$ cat config.mk
export PLATFORM = sky130hd
export DESIGN_NAME = flash_bus_decoder
export DESIGN_NICKNAME = d
export VERILOG_FILES = /design/src/rtl/flash_bus_pkg.sv /design/src/rtl/flash_mode_dec.sv /design/src/rtl/flash_array.sv /design/src/rtl/flash_cmd_reg.sv /design/src/rtl/flash_bus_decoder.sv
export SDC_FILE = /design/constraint.sdc
export NUM_CORES = 1
export LEC_CHECK = 0
export BUFFER_PORTS_ARGS = -buffer_cell sky130_fd_sc_hd__buf_2
export CAP_MARGIN = 30
export CORE_MARGIN = 3
export CORE_UTILIZATION = 51
export CTS_CLUSTER_DIAMETER = 80
export DETAILED_ROUTE_END_ITERATION = 7
export HOLD_SLACK_MARGIN = 0.03
export PLACE_DENSITY = 0.77
export SETUP_SLACK_MARGIN = 0.02
export SYNTH_ARGS = -nofsm -noshare
export SYNTH_HDL_FRONTEND = slang
export SYNTH_HIERARCHICAL = 1
export SYNTH_SLANG_ARGS = --single-unit
export TNS_END_PERCENT = 100
$ cat constraint.sdc
create_clock -name clk_i -period 4.2 [get_ports clk_i]
set_input_delay 1.26 -clock clk_i [delete_from_list [all_inputs] [get_ports clk_i]]
set_output_delay 1.26 -clock clk_i [all_outputs]
set_load 0.05 [all_outputs]
$ cat src/rtl/flash_bus_pkg.sv
package flash_bus_pkg;
  typedef enum logic [2:0] {
    MODE_STANDBY = 3'd0,
    MODE_OUT_DIS = 3'd1,
    MODE_READ    = 3'd2,
    MODE_ID_READ = 3'd3,
    MODE_WRITE   = 3'd4,
    MODE_NOP     = 3'd5
  } bus_mode_e;

  localparam logic [7:0] CMD_READ = 8'h00;
  localparam logic [7:0] CMD_IDENT = 8'h90;
  localparam logic [7:0] CODE_MFR = 8'h89;
  localparam logic [7:0] CODE_DEV = 8'hB4;
endpackage

$ cat src/rtl/flash_mode_dec.sv
module flash_mode_dec
  import flash_bus_pkg::*;
#(
  parameter int AW = 6
) (
  input  logic          ce_n_i,
  input  logic          oe_n_i,
  input  logic          we_n_i,
  input  logic [AW-1:0] addr_i,
  input  logic          a9_hv_i,
  input  logic          cmd_ident_i,
  output bus_mode_e     mode_o,
  output logic          wr_act_o,
  output logic          id_sel_o
);
  logic hv_id;

  // high-voltage identifier path requires all address bits above bit 0 low
  assign hv_id    = a9_hv_i && (addr_i[AW-1:1] == '0);
  assign id_sel_o = hv_id || cmd_ident_i;
  assign wr_act_o = !ce_n_i && !we_n_i && oe_n_i;

  always_comb begin
    if (ce_n_i)                 mode_o = MODE_STANDBY;
    else if (!we_n_i && !oe_n_i) mode_o = MODE_NOP;
    else if (!we_n_i)           mode_o = MODE_WRITE;
    else if (oe_n_i)            mode_o = MODE_OUT_DIS;
    else if (id_sel_o)          mode_o = MODE_ID_READ;
    else                        mode_o = MODE_READ;
  end
endmodule

$ cat src/rtl/flash_array.sv
module flash_array #(
  parameter int AW = 6,
  parameter int MUL = 37,
  parameter int ADD = 11
) (
  input  logic [AW-1:0] addr_i,
  output logic [7:0]    data_o
);
  localparam int DEPTH = 1 << AW;

  logic [7:0] mem [DEPTH];

  for (genvar i = 0; i < DEPTH; i++) begin : g_cell
    assign mem[i] = 8'((i * MUL + ADD) % 256);
  end

  assign data_o = mem[addr_i];
endmodule

$ cat src/rtl/flash_cmd_reg.sv
module flash_cmd_reg
  import flash_bus_pkg::*;
(
  input  logic       clk_i,
  input  logic       rst_ni,
  input  logic       wr_act_i,
  input  logic [7:0] dq_i,
  input  logic       vpp_ok_i,
  input  logic       lockout_i,
  output logic [7:0] cmd_o,
  output logic       cmd_valid_o,
  output logic       cmd_ident_o
);
  logic       act_q;
  logic [7:0] hold_q;
  logic       wr_end, accept;

  assign wr_end = act_q && !wr_act_i;
  assign accept = wr_end && vpp_ok_i && !lockout_i;

  always_ff @(posedge clk_i or negedge rst_ni) begin
    if (!rst_ni) begin
      act_q       <= 1'b0;
      hold_q      <= '0;
      cmd_o       <= CMD_READ;
      cmd_valid_o <= 1'b0;
    end else begin
      act_q       <= wr_act_i;
      cmd_valid_o <= accept;
      if (wr_act_i) hold_q <= dq_i;
      if (!vpp_ok_i)   cmd_o <= CMD_READ;
      else if (accept) cmd_o <= hold_q;
    end
  end

  assign cmd_ident_o = vpp_ok_i && (cmd_o == CMD_IDENT);

  a_r6_cmd_cleared: assert property (@(posedge clk_i) disable iff (!rst_ni)
    !vpp_ok_i |=> (cmd_o == CMD_READ));
  a_r5_valid_single: assert property (@(posedge clk_i) disable iff (!rst_ni)
    cmd_valid_o |=> !cmd_valid_o);
endmodule

$ cat src/rtl/flash_bus_decoder.sv
module flash_bus_decoder
  import flash_bus_pkg::*;
#(
  parameter int AW = 6
) (
  input  logic          clk_i,
  input  logic          rst_ni,
  input  logic          ce_n_i,
  input  logic          oe_n_i,
  input  logic          we_n_i,
  input  logic [AW-1:0] addr_i,
  input  logic          vpp_ok_i,
  input  logic          a9_hv_i,
  input  logic          lockout_i,
  input  logic [7:0]    dq_i,
  output logic [7:0]    dq_o,
  output logic          dq_oe_o,
  output logic [2:0]    mode_o,
  output logic [7:0]    cmd_data_o,
  output logic          cmd_valid_o
);
  bus_mode_e  mode;
  logic       wr_act, id_sel, cmd_ident;
  logic [7:0] arr_data, id_data;

  flash_mode_dec #(.AW(AW)) u_dec (
    .ce_n_i, .oe_n_i, .we_n_i, .addr_i, .a9_hv_i,
    .cmd_ident_i(cmd_ident),
    .mode_o(mode), .wr_act_o(wr_act), .id_sel_o(id_sel)
  );

  flash_array #(.AW(AW)) u_arr (.addr_i, .data_o(arr_data));

  flash_cmd_reg u_cmd (
    .clk_i, .rst_ni, .wr_act_i(wr_act), .dq_i, .vpp_ok_i, .lockout_i,
    .cmd_o(cmd_data_o), .cmd_valid_o, .cmd_ident_o(cmd_ident)
  );

  assign id_data = addr_i[0] ? CODE_DEV : CODE_MFR;
  assign dq_oe_o = (mode == MODE_READ) || (mode == MODE_ID_READ);
  assign dq_o    = !dq_oe_o ? 8'h00 : (id_sel ? id_data : arr_data);
  assign mode_o  = mode;

  a_r1_standby_hiz: assert property (@(posedge clk_i) disable iff (!rst_ni)
    ce_n_i |-> !dq_oe_o);
  a_r10_nop_hiz: assert property (@(posedge clk_i) disable iff (!rst_ni)
    (!ce_n_i && !oe_n_i && !we_n_i) |-> !dq_oe_o);
  a_r6_valid_needs_vpp: assert property (@(posedge clk_i) disable iff (!rst_ni)
    cmd_valid_o |-> $past(vpp_ok_i));
  a_r7_valid_needs_supply: assert property (@(posedge clk_i) disable iff (!rst_ni)
    cmd_valid_o |-> !$past(lockout_i));
endmodule

==> flow_metrics.tcl <==
set metrics [dict create \
    dieArea_sq_um 3500 \
    synthArstFlopShare_pct 100 \
    rsz0062_at_grt "yes" \
    instances_no_fill 253 \
    routed_wl_um 3710 \
    cts-buffers-inserted 3 \
    max_cap_viol_count 0 \
    diodes 0 \
    synth_area_per_cell_sq_um 8.49 \
    critical_path_required_ps 2940 \
    synth_area_sq_um 1440 \
    irDropWorstVdd_v 0.000272 \
    tns_ps 0 \
    max_freq_mhz 239 \
    ctsHtreeMaxLevel 1 \
    start_kind "primary input" \
    status "finished clean" \
    netlist.area_leader.share_pct 31.2 \
    r2r_setup_slack_ps 2900 \
    finalNetCount 251 \
    drt_iter0_markers 69 \
    grt_max_degree 25 \
    crit_arrival_ps 2920 \
    path_class "primary input to output pin" \
    layout-drive-gt1-share_pct 40.8 \
    rows 18 \
    postRouteAntennaNets 0 \
    cts_buffer_depth 2 \
    clock_latency_ps 300 \
    crit_path_end_kind "output pin" \
    setup_viol 0 \
    synth_seq_cells 18 \
    die_y_um 59.2 \
    firstDrtPassIters 4 \
    synth_ff_type "dfrtp_1" \
    finalCritPeriodShare_pct 99.5 \
    cts_root_buf "clkbuf_4" \
    ys_warn_count 6 \
    p_leak_nw 1.00 \
    antenna_found_initial 0 \
    power_mw 0.460 \
    post-route-min-period_ps 4180 \
    via_per_inst 5.71 \
    cts_hold_buf 0 \
    p_per_area_nw_per_um2 239 \
    n_fill_cell 196 \
    hold_viol_final 0 \
    yosysUniqueCellTypes 47 \
    synth_area_leaders "dfrtp_1, mux2i_1, nand2_1" \
    io_buffer_count 42 \
    synth-edff-count 0 \
    die_w_um 59.2 \
    hold_path.class "flop to flop" \
    gr-total-overflow 0 \
    skew_ps 2.33 \
    cts_tree "yes" \
    synth_cells 170 \
    boundaryPins 43 \
    grt_first_pass_wirelength_um 6290 \
    drc 0 \
    drv_slew 0 \
    gp_congestion 0.892 \
    synth_nets 197 \
    wl_per_cell_um 14.7 \
    start_util_pct 55.7 \
    grt_util_all_layers_pct 23.4 \
    area_growth_pct 33.6 \
    cp_max_fo 3 \
    dp.cells 247 \
    vias 1445 \
    synth_top_cell_by_area "dfrtp_1" \
    maxSlewHeadroom_pct 59.2 \
    clkSinkCount 18 \
    grt_pass1_vias 1385 \
    worstMarginPinSlew_ps 608 \
    hpwl_um 2760 \
    clk_pin_slew_ps 100 \
    yosysSeqAreaShare_pct 31.2 \
    core-area_sq_um 2590 \
]
per-layer routing:
| metal | global-route usage, % | share of wire (%) | vias to the layer above |
|---|---|---|---|
| met2 | 37.9 | 49 | 56 |
| met4 | 7.44 | 1.2 | 0 |
| met5 | 0 | 0 | - |
| met1 | 31.0 | 43 | 687 |
| li1 | - | - | 695 |
| met3 | 5.01 | 6.1 | 7 |
where the power goes:
part	switching, mW	total (mW)	internal (mW)
clock network	0.0541	0.107	0.0529
registers	0.00458	0.193	0.188
logic	0.0956	0.161	0.0651
total	0.154	0.460	0.306
registers in the layout (all words and copies together) (netlist names):
| register | count |
|---|---|
| u_cmd/cmd_valid_o | 1 |
| u_cmd/act_q | 1 |
| u_cmd/hold_q | 8 |
| u_cmd/cmd_o | 8 |
repair_timing:
item                                   4_1_cts  5_1_grt
setup endpoints to repair                    3        4
gates resized for setup                     19       17
endpoints found under the hold margin        0        0
setup buffers                                1        1
pin swaps                                    7       13
critical path, stage by stage:
cell      delay (ps)
buf_8            100
inv_6             50
ha_4             190
or2b_1           250
a21oi_2          160
a211oi_2          40
or4_1            520
nor3b_2          170
buf_6            160
through the flow:
step / hold WS, ps / area [sq um] / util (%) / setup WS, ps
floorplan: 484 / 1460 / - / -15.4
global placement: 495 / 1750 / 67.4 / -119
detailed placement: 509 / 1750 / 67.4 / -135
CTS: 531 / 1860 / 71.7 / 18.1
global route: 573 / 1930 / 74.4 / -7.13
finish: 527 / 1930 / 74.4 / 22.9
area by class of cell:
type | instances | area [sq um] | share of cell area (%)
inverter | 18 | 85.1 | 4.42
multi-input combinational | 124 | 933 | 48.4
clock buffer | 4 | 36.3 | 1.88
tap | 30 | 37.5 | 1.95
timing repair buffer | 59 | 384 | 19.9
sequential | 18 | 450 | 23.4
layout by cell type (no fill, tap or decap), types with 2 or more instances in the layout:
| master | Yosys | final |
|---|---|---|
| a21oi_2 | 0 | 2 |
| inv_1 | 17 | 14 |
| xnor2_1 | 2 | 2 |
| buf_4 | 3 | 18 |
| inv_2 | 1 | 2 |
| mux2_2 | 3 | 3 |
| dfrtp_1 | 18 | 18 |
| nand2_1 | 24 | 24 |
| o21ai_0 | 11 | 9 |
| nand2b_1 | 8 | 8 |
| buf_6 | 3 | 3 |
| nor4_2 | 1 | 2 |
| or3_1 | 3 | 3 |
| buf_2 | 2 | 36 |
| a211oi_2 | 0 | 2 |
| mux2i_1 | 10 | 10 |
| o21ai_1 | 3 | 5 |
| a2111oi_0 | 2 | 2 |
| nor2_1 | 8 | 7 |
| a21oi_1 | 14 | 12 |
| clkbuf_4 | 0 | 3 |
| ha_4 | 0 | 3 |
| nor3b_2 | 2 | 2 |
Yosys cell counts (3+ instances only):
master / instances
inv_1: 17
o21ai_0: 11
nand2b_1: 8
mux2_2: 3
buf_6: 3
a211oi_1: 3
or3_1: 3
buf_4: 3
mux2i_1: 10
dfrtp_1: 18
nor2_1: 8
o21ai_1: 3
ha_1: 5
nand2_1: 24
a21oi_1: 14
cells by family after synthesis:
family	Yosys count	synth area share [%]
buffers and inverters	28	9.89
DFF	18	31.2
AOI/OAI and AO/OA	43	18.9
adders and majority gates	5	4.34
muxes	13	9.28
and+or+nand+nor	61	25.2
xor gates and xnor gates	2	1.21
worst paths after layout:
check                                 from               to  depth (start not counted)
max in group asynchronous           rst_ni  u_cmd/hold_q[7]                          1
max reg2reg                    u_cmd/act_q   u_cmd/cmd_o[0]                          2
max                              addr_i[0]          dq_o[6]                          9
min                        u_cmd/hold_q[5]   u_cmd/cmd_o[5]                          2
min reg2reg                u_cmd/hold_q[5]   u_cmd/cmd_o[5]                          2
min in group asynchronous           rst_ni  u_cmd/hold_q[6]                          1
Note: power is estimated with default switching activity, not from simulation.
